<file path="config.mk">
export PLATFORM = sky130hd
export DESIGN_NAME = tick_timer
export DESIGN_NICKNAME = d
export VERILOG_FILES = /design/src/rtl/tick_timer_pkg.sv /design/src/rtl/tick_access_ctrl.sv /design/src/rtl/tick_counter.sv /design/src/rtl/tick_compare.sv /design/src/rtl/tick_timer.sv
export SDC_FILE = /design/constraint.sdc
export NUM_CORES = 1
export LEC_CHECK = 0
export ABC_AREA = 1
export CORE_UTILIZATION = 33
export CTS_CLUSTER_SIZE = 24
export DETAILED_ROUTE_END_ITERATION = 10
export DONT_BUFFER_PORTS = 1
export SYNTH_ARGS = -nofsm -noshare
export SYNTH_HDL_FRONTEND = slang
export SYNTH_HIERARCHICAL = 1
export SYNTH_SLANG_ARGS = --single-unit
</file>
<file path="constraint.sdc">
create_clock -name clk_i -period 4.4 [get_ports clk_i]
set_clock_uncertainty 0.05 [all_clocks]
set_input_delay 0.22 -clock clk_i [delete_from_list [all_inputs] [get_ports clk_i]]
set_output_delay 0.22 -clock clk_i [all_outputs]
set_load 0.03 [all_outputs]
</file>
<file path="src/rtl/tick_timer_pkg.sv">
package tick_timer_pkg;
  typedef enum logic [1:0] {
    FLT_NONE   = 2'd0,
    FLT_OPCODE = 2'd1,
    FLT_ACTION = 2'd2
  } fault_e;

  localparam logic SEL_CNT = 1'b0;
  localparam logic SEL_CMP = 1'b1;
endpackage

</file>
<file path="src/rtl/tick_access_ctrl.sv">
module tick_access_ctrl
  import tick_timer_pkg::*;
(
  input  logic       req_i,
  input  logic       wr_i,
  input  logic       sel_i,
  input  logic [1:0] priv_i,
  input  logic       lock_i,
  output fault_e     fault_o,
  output logic       cnt_we_o,
  output logic       cmp_we_o,
  output logic       rd_ok_o
);
  logic is_user, is_hyp;
  assign is_user = (priv_i == 2'd0);
  assign is_hyp  = priv_i[1];

  always_comb begin
    fault_o = FLT_NONE;
    if (req_i) begin
      if (sel_i == SEL_CNT) begin
        if (wr_i) begin
          if (is_user)      fault_o = FLT_OPCODE;
          else if (!is_hyp) fault_o = FLT_ACTION;
        end else if (is_user && lock_i) begin
          fault_o = FLT_ACTION;
        end
      end else if (is_user) begin
        fault_o = FLT_OPCODE;
      end
    end
  end

  assign cnt_we_o = req_i && wr_i  && (sel_i == SEL_CNT) && (fault_o == FLT_NONE);
  assign cmp_we_o = req_i && wr_i  && (sel_i == SEL_CMP) && (fault_o == FLT_NONE);
  assign rd_ok_o  = req_i && !wr_i && (fault_o == FLT_NONE);

  always_comb begin
    if (!req_i) AST_IDLE_NO_FAULT: assert (fault_o == FLT_NONE);
  end
endmodule

</file>
<file path="src/rtl/tick_counter.sv">
module tick_counter #(
  parameter int CNT_W = 63
) (
  input  logic             clk_i,
  input  logic             rst_ni,
  input  logic             we_i,
  input  logic [CNT_W:0]   wdata_i,
  output logic [CNT_W-1:0] count_o,
  output logic             lock_o
);
  always_ff @(posedge clk_i or negedge rst_ni) begin
    if (!rst_ni) begin
      count_o <= '0;
      lock_o  <= 1'b0;
    end else if (we_i) begin
      count_o <= wdata_i[CNT_W-1:0];
      lock_o  <= wdata_i[CNT_W];
    end else begin
      count_o <= count_o + 1'b1;
    end
  end

  AST_CNT_STEP: assert property (@(posedge clk_i) disable iff (!rst_ni)
    !we_i |=> (count_o == $past(count_o) + 1'b1) && $stable(lock_o));
  AST_CNT_LOAD: assert property (@(posedge clk_i) disable iff (!rst_ni)
    we_i |=> (count_o == $past(wdata_i[CNT_W-1:0])) && (lock_o == $past(wdata_i[CNT_W])));
endmodule

</file>
<file path="src/rtl/tick_compare.sv">
module tick_compare #(
  parameter int CNT_W = 63
) (
  input  logic             clk_i,
  input  logic             rst_ni,
  input  logic             we_i,
  input  logic [CNT_W:0]   wdata_i,
  input  logic [CNT_W-1:0] count_i,
  output logic [CNT_W:0]   cmp_o,
  output logic             irq_o
);
  localparam int DIS_BIT = CNT_W;

  logic armed_q;
  logic [CNT_W-1:0] tgt;
  assign tgt = cmp_o[CNT_W-1:0];

  always_ff @(posedge clk_i or negedge rst_ni) begin
    if (!rst_ni) begin
      cmp_o   <= {1'b1, {CNT_W{1'b0}}};
      armed_q <= 1'b0;
      irq_o   <= 1'b0;
    end else if (we_i) begin
      cmp_o   <= wdata_i;
      armed_q <= !wdata_i[DIS_BIT] && (wdata_i[CNT_W-1:0] > count_i);
      irq_o   <= 1'b0;
    end else if (armed_q && (count_i == tgt)) begin
      armed_q <= 1'b0;
      irq_o   <= 1'b1;
    end
  end

  AST_DIS_DISARMS: assert property (@(posedge clk_i) disable iff (!rst_ni)
    (we_i && wdata_i[DIS_BIT]) |=> !armed_q);
  AST_IRQ_STICKY: assert property (@(posedge clk_i) disable iff (!rst_ni)
    (irq_o && !we_i) |=> irq_o);
  AST_WR_CLEARS: assert property (@(posedge clk_i) disable iff (!rst_ni)
    we_i |=> !irq_o);
  AST_NOT_AHEAD: assert property (@(posedge clk_i) disable iff (!rst_ni)
    (we_i && (wdata_i[CNT_W-1:0] <= count_i)) |=> !irq_o ##1 !irq_o);
  AST_IRQ_ON_MATCH: assert property (@(posedge clk_i) disable iff (!rst_ni)
    (armed_q && !we_i && count_i == tgt) |=> irq_o);
endmodule

</file>
<file path="src/rtl/tick_timer.sv">
module tick_timer
  import tick_timer_pkg::*;
#(
  parameter int CNT_W  = 63,
  localparam int DATA_W = CNT_W + 1
) (
  input  logic              clk_i,
  input  logic              rst_ni,
  input  logic              req_i,
  input  logic              wr_i,
  input  logic              sel_i,
  input  logic [1:0]        priv_i,
  input  logic [DATA_W-1:0] wdata_i,
  output logic [DATA_W-1:0] rdata_o,
  output logic [1:0]        fault_o,
  output logic              irq_o
);
  fault_e            fault;
  logic              cnt_we, cmp_we, rd_ok, lock;
  logic [CNT_W-1:0]  count;
  logic [CNT_W:0]    cmp_reg;

  tick_access_ctrl u_ctrl (
    .req_i    (req_i),
    .wr_i     (wr_i),
    .sel_i    (sel_i),
    .priv_i   (priv_i),
    .lock_i   (lock),
    .fault_o  (fault),
    .cnt_we_o (cnt_we),
    .cmp_we_o (cmp_we),
    .rd_ok_o  (rd_ok)
  );

  tick_counter #(.CNT_W(CNT_W)) u_cnt (
    .clk_i   (clk_i),
    .rst_ni  (rst_ni),
    .we_i    (cnt_we),
    .wdata_i (wdata_i),
    .count_o (count),
    .lock_o  (lock)
  );

  tick_compare #(.CNT_W(CNT_W)) u_cmp (
    .clk_i   (clk_i),
    .rst_ni  (rst_ni),
    .we_i    (cmp_we),
    .wdata_i (wdata_i),
    .count_i (count),
    .cmp_o   (cmp_reg),
    .irq_o   (irq_o)
  );

  always_comb begin
    rdata_o = '0;
    if (rd_ok) rdata_o = (sel_i == SEL_CMP) ? cmp_reg : {lock, count};
  end

  assign fault_o = fault;

  always_comb begin
    if (fault_o != 2'd0) AST_FAULT_ZERO_DATA: assert (rdata_o == '0);
  end

  AST_DENIED_CNT_WR: assert property (@(posedge clk_i) disable iff (!rst_ni)
    (req_i && wr_i && sel_i == SEL_CNT && !priv_i[1]) |=> $stable(lock));
  AST_DENIED_CMP_WR: assert property (@(posedge clk_i) disable iff (!rst_ni)
    (req_i && wr_i && sel_i == SEL_CMP && priv_i == 2'd0) |=> $stable(cmp_reg));
endmodule

</file>
# ---- Yosys cells after proc, flatten, opt, wreduce, memory -nomap -nowiden
# Cells that the tools add are included.
# Widths: inputs -> output; s select.
dict set report word_totals {
  register_bits 130
  inputBits 71
  output_inout_bits 67
  elab_cells 38
}
dict set report classes {
  n_addsub 1
  magnitude_cmp 1
  n_eq_ne 1
  mux 14
  n_bitwise 1
  reduce_logical 15
}
# operator count
set ops {}
lappend ops {{$mux 64} 2}
lappend ops {{$add 63x1->63 const B} 1}
lappend ops {{$eq 63x63->1} 1}
lappend ops {{$gt 63x63->1} 1}
lappend ops {{$mux 63} 1}
lappend ops {{$mux 2} 6}
lappend ops {{$logic_and 1x1->1} 10}
lappend ops {{$mux 1} 5}
lappend ops {{$logic_not 2->1} 2}
lappend ops {{$logic_not 1->1} 2}
lappend ops {{$reduce_bool 2->1} 1}
lappend ops {{$not 1->1} 1}

# ---- Depth between registers and ports, before layout
dict set report logic_depth {
  word_depth 9
  mapped_depth 15
  mapped_depth_nobuf 15
}

# ---- By module
# Netlist, hierarchy kept.
# mod n_inst cells_per_inst area_per_inst_um2 seq_area_each_um2
set by_module_without_submodules {}
lappend by_module_without_submodules {tick_compare 1 770 5116.2 1652.8}
lappend by_module_without_submodules {tick_counter 1 644 4235.3 1601.5}
lappend by_module_without_submodules {tick_timer 1 341 1388.8 0.0}
lappend by_module_without_submodules {tick_access_ctrl 1 22 95.1 0.0}

# ---- Worst setup path after synthesis
# OpenSTA, ideal clock, no wires.
dict set report synth_path {
  kind {reg-to-output}
  from {register u_cnt.lock_o}
  to {output port rdata_o[10]}
  arrival_time_ns 1.453
  required_ns 4.130
  setup_slack_ns 2.677
  path_stages_with_launch 10
  path_buffers 2
  cell_sequence {dfrtp_1 nand2_1 nand2_1 nand2_1 nand2_1 nor2_1 buf_4 buf_2 nand2_1 nor2_1}
}
dict set report synth_via {
  elab_chain_len 8
}
# element line
set synth_rtl {}
lappend synth_rtl {{from (decl)} tick_counter.sv:9} ;# output logic lock_o
lappend synth_rtl {{from (signal assigned)} tick_counter.sv:17} ;# lock_o <= wdata_i[CNT_W];
lappend synth_rtl {{$logic_and 1x1->1} tick_access_ctrl.sv:25} ;# end else if (is_user && lock_i) begin
lappend synth_rtl {{$mux 2} tick_access_ctrl.sv:25}
lappend synth_rtl {{$mux 2} tick_access_ctrl.sv:22} ;# if (wr_i) begin
lappend synth_rtl {{$mux 2} tick_access_ctrl.sv:21} ;# if (sel_i == SEL_CNT) begin
lappend synth_rtl {{$mux 2} tick_access_ctrl.sv:20} ;# if (req_i) begin
lappend synth_rtl {{$logic_not 2->1} tick_access_ctrl.sv:36} ;# assign rd_ok_o = req_i && !wr_i && (fault_o == FLT_NONE);
lappend synth_rtl {{$logic_and 1x1->1} tick_access_ctrl.sv:36}
lappend synth_rtl {{net rd_ok} tick_timer.sv:19} ;# logic cnt_we, cmp_we, rd_ok, lock;
lappend synth_rtl {{$mux 64} tick_timer.sv:56} ;# if (rd_ok) rdata_o = (sel_i == SEL_CMP) ? cmp_reg : {lock, count};
lappend synth_rtl {{to (decl)} tick_timer.sv:14} ;# output logic [DATA_W-1:0] rdata_o,
# The timed path passes the listed nets, and every way through them passes these cells.

# ---- Final worst setup path
dict set report layout_path {
  from {register u_cnt.lock_o}
  to {output port rdata_o[26]}
}
# Same word-level chain as after synthesis.

==> run metrics <==
GR Overflow Total=0; Final Cell Area=12370 sq um; post-DR wirelength/cell=19.11 microns; CTS root buf=clkbuf_16; I/O Pins=138; Die Ht=183.2 microns; Final Util=38.72%; diode count=0; outcome=finished clean; CTS Sinks=130; Die Area=33560 sq um; Placed Instances=2168; unrepaired setup endpoints after global routing=false; post-synth top area share=29.79%; Iter 0 DRT Violations=854; EDFF count, synth=0; maximum fanout along the worst path=38; most used cell, CP=nand2_1; Max clock buf depth=2; Worst setup SP type=flop; first-pass GRT wire length=64630 microns; placed cell area=roughly 11000 sq um; CP Class=reg -> out; drt pass-1 iters=6; Min Hold Slack=0.06226 ns; antenna viol nets, final=0; Pwr Density=404.6 nW/um^2; Least-Margin Pin Slew=1.058 ns; DIE WIDTH=approximately 180 microns; Fillers=between 3000 and 4000; HPWL Detailed=32600 microns; nets=1953; worst vdd ir=around 0.00025 V; final critical-path share of the clock period=~70%; Area Growth Syn to Fin=14.20%; TritonCTS Buffers=17; Slew Limit Headroom=29.44%; CP arrival=2.86 ns; ys async rst share=100.0%; Synth Warn #=6; initial antenna violation count=0; Commonest cells post-synth=nand2_1, nor2_1, inv_1; Crit path largest cell delay=roughly 0.6 ns; Synth Instances=1777; CP Data Required Time=4.13 ns; Crit-path slowest cell=nor2_4; Leakage Power=5.967 nW; Synth Area per Inst=6.098 sq um; count leader, synth=nand2_1; #FFs+latches synth=130; layout cells sized above 1=5.680%; row cnt=65; Synth Flop Type=dfrtp_1; Syn Nets=between 1500 and 2000; crit-path cells=nand2_1 -> nand2_1 -> nand2_1 -> nand2_1 -> nor2_4 -> buf_4 -> nand2_1 -> nor2_1; Post-Route Setup TNS=0 ns; fin crit period=3.125 ns; all-layer global routing usage=26.26%; synthesized area=10840 sq um; Yosys cell types=34; post-synth top area cell=dfrtp_1; Core Area=about 32000 sq um; vias in the first global route=roughly 10000; CTS tree=yes; via count=11019; post_cts resized=0; gpl congestion=~1; Post-Layout Cell Count=2266; residual DRC count=0; post-DR vias/cell=between 4 and 5; input/output buffers=0; HP Class=in -> reg; register area share after synthesis=30.03%; endpoints failing hold=0; Max Slew Vio Count=0; largest net degree at the start of global routing=roughly 130; top post-synthesis cells by area=dfrtp_1, nand2_1, nor2_1; final wirelength=43300 microns; CTS clk-pin slew, worst paths=0.07 ns; setup violators final=0; Initial Utilization=33.90%; worst skew pair latency=approximately 0.45 ns; kind of end point of the critical path=output pin; achievable frequency=320.0 MHz; CTS HTree Levels=4; max-cap violations=0
layout by cell type, fill, tap and decap left out, types with 22 or more instances in the layout:
master,instances
inv_2,31
dfrtp_1,129
nor2_1,310
o21ai_1,29
inv_1,194
dlygate4sd3_1,65
a21oi_1,27
nand3_1,51
o21bai_1,22
xnor2_1,26
nand2_1,699
o21ai_0,58
ha_1,64
logic make-up (layout without fill, tap and decap cells):
kind of cell / count (synthesis) / count (layout) / share of synthesized area [%]
and+or+nand+nor: 1119 / 1119 / 41.18
buffers and inverters: 278 / 332 / 10.68
AOI/OAI and AO/OA: 144 / 144 / 7.321
DFF: 130 / 130 / 30.03
adders and majority gates: 64 / 64 / 7.390
xor gates and xnor gates: 42 / 42 / 3.395
metal layers:
| metal | vias to the layer above | GRT usage [%] | wire (microns) |
|---|---|---|---|
| met3 | 53 | 4.805 | 2985 |
| li1 | 5502 | - | - |
| met1 | 5067 | 36.56 | 20310 |
| met2 | 397 | 40.61 | 18830 |
| met4 | 0 | 9.067 | 1175 |
| met5 | - | 0 | 0 |
stage by stage:
stage          power, W  setup WS, ns
2_1_floorplan  0.002932         2.677
4_1_cts        0.005001         1.238
6_report       0.005007         1.275
3_5_place_dp   0.003474         1.718
5_1_grt        0.005334         1.063
3_3_place_gp   0.003443         1.787
report_power, final:
group | internal [W] | switching [W] | total [W]
Sequential | 0.00144 | 0.000408 | 0.00185
Combinational | 0.000596 | 0.00113 | 0.00173
Clock | 0.000784 | 0.000640 | 0.00142
final cells by class:
class	count	area [sq um]	share of cell area [%]
Inverter	229	859.6	6.946
Sequential cell	130	3254	26.30
Clock inverter	14	132.6	1.072
Multi-Input combinational cell	1369	6439	52.03
Clock buffer	18	429.2	3.468
Timing Repair Buffer	71	715.7	5.784
Tap cell	435	544.3	4.398
final timing paths:
kind / from / endpoint / slack, ns / cells past startpoint
setup / recovery: u_cnt/lock_o / rdata_o[26] / 1.27 / 8
hold / removal: wr_i / u_cnt/lock_o / 0.06 / 5
setup reg to reg: u_cnt/count_o[36] / u_cnt/count_o[46] / 2.04 / 8
hold reg to reg: u_cnt/lock_o / u_cnt/lock_o / 0.46 / 2
max in group asynchronous: rst_ni / u_cnt/count_o[41] / 3.36 / 2
min in group asynchronous: rst_ni / u_cnt/count_o[0] / 0.38 / 2
registers in the layout, summed over array words and instances, names as in the netlist:
signal,cells
u_cmp/cmp_o,64
u_cnt/lock_o,1
u_cmp/armed_q,1
u_cnt/count_o,63
u_cmp/irq_o,1
repair_timing:
action                                 4_1_cts  5_1_grt
setup buffers                                0        0
hold buffers                                66        0
endpoints found under the hold margin      258        0
worst max-delay path, delay by kind of cell (launching register included):
| family | cells | cell delay [ns] |
|---|---|---|
| simple gates | 7 | 1.48 |
| buf+inv | 1 | 0.49 |
| flops | 1 | 0.39 |
(Power assumes the default switching activity.)
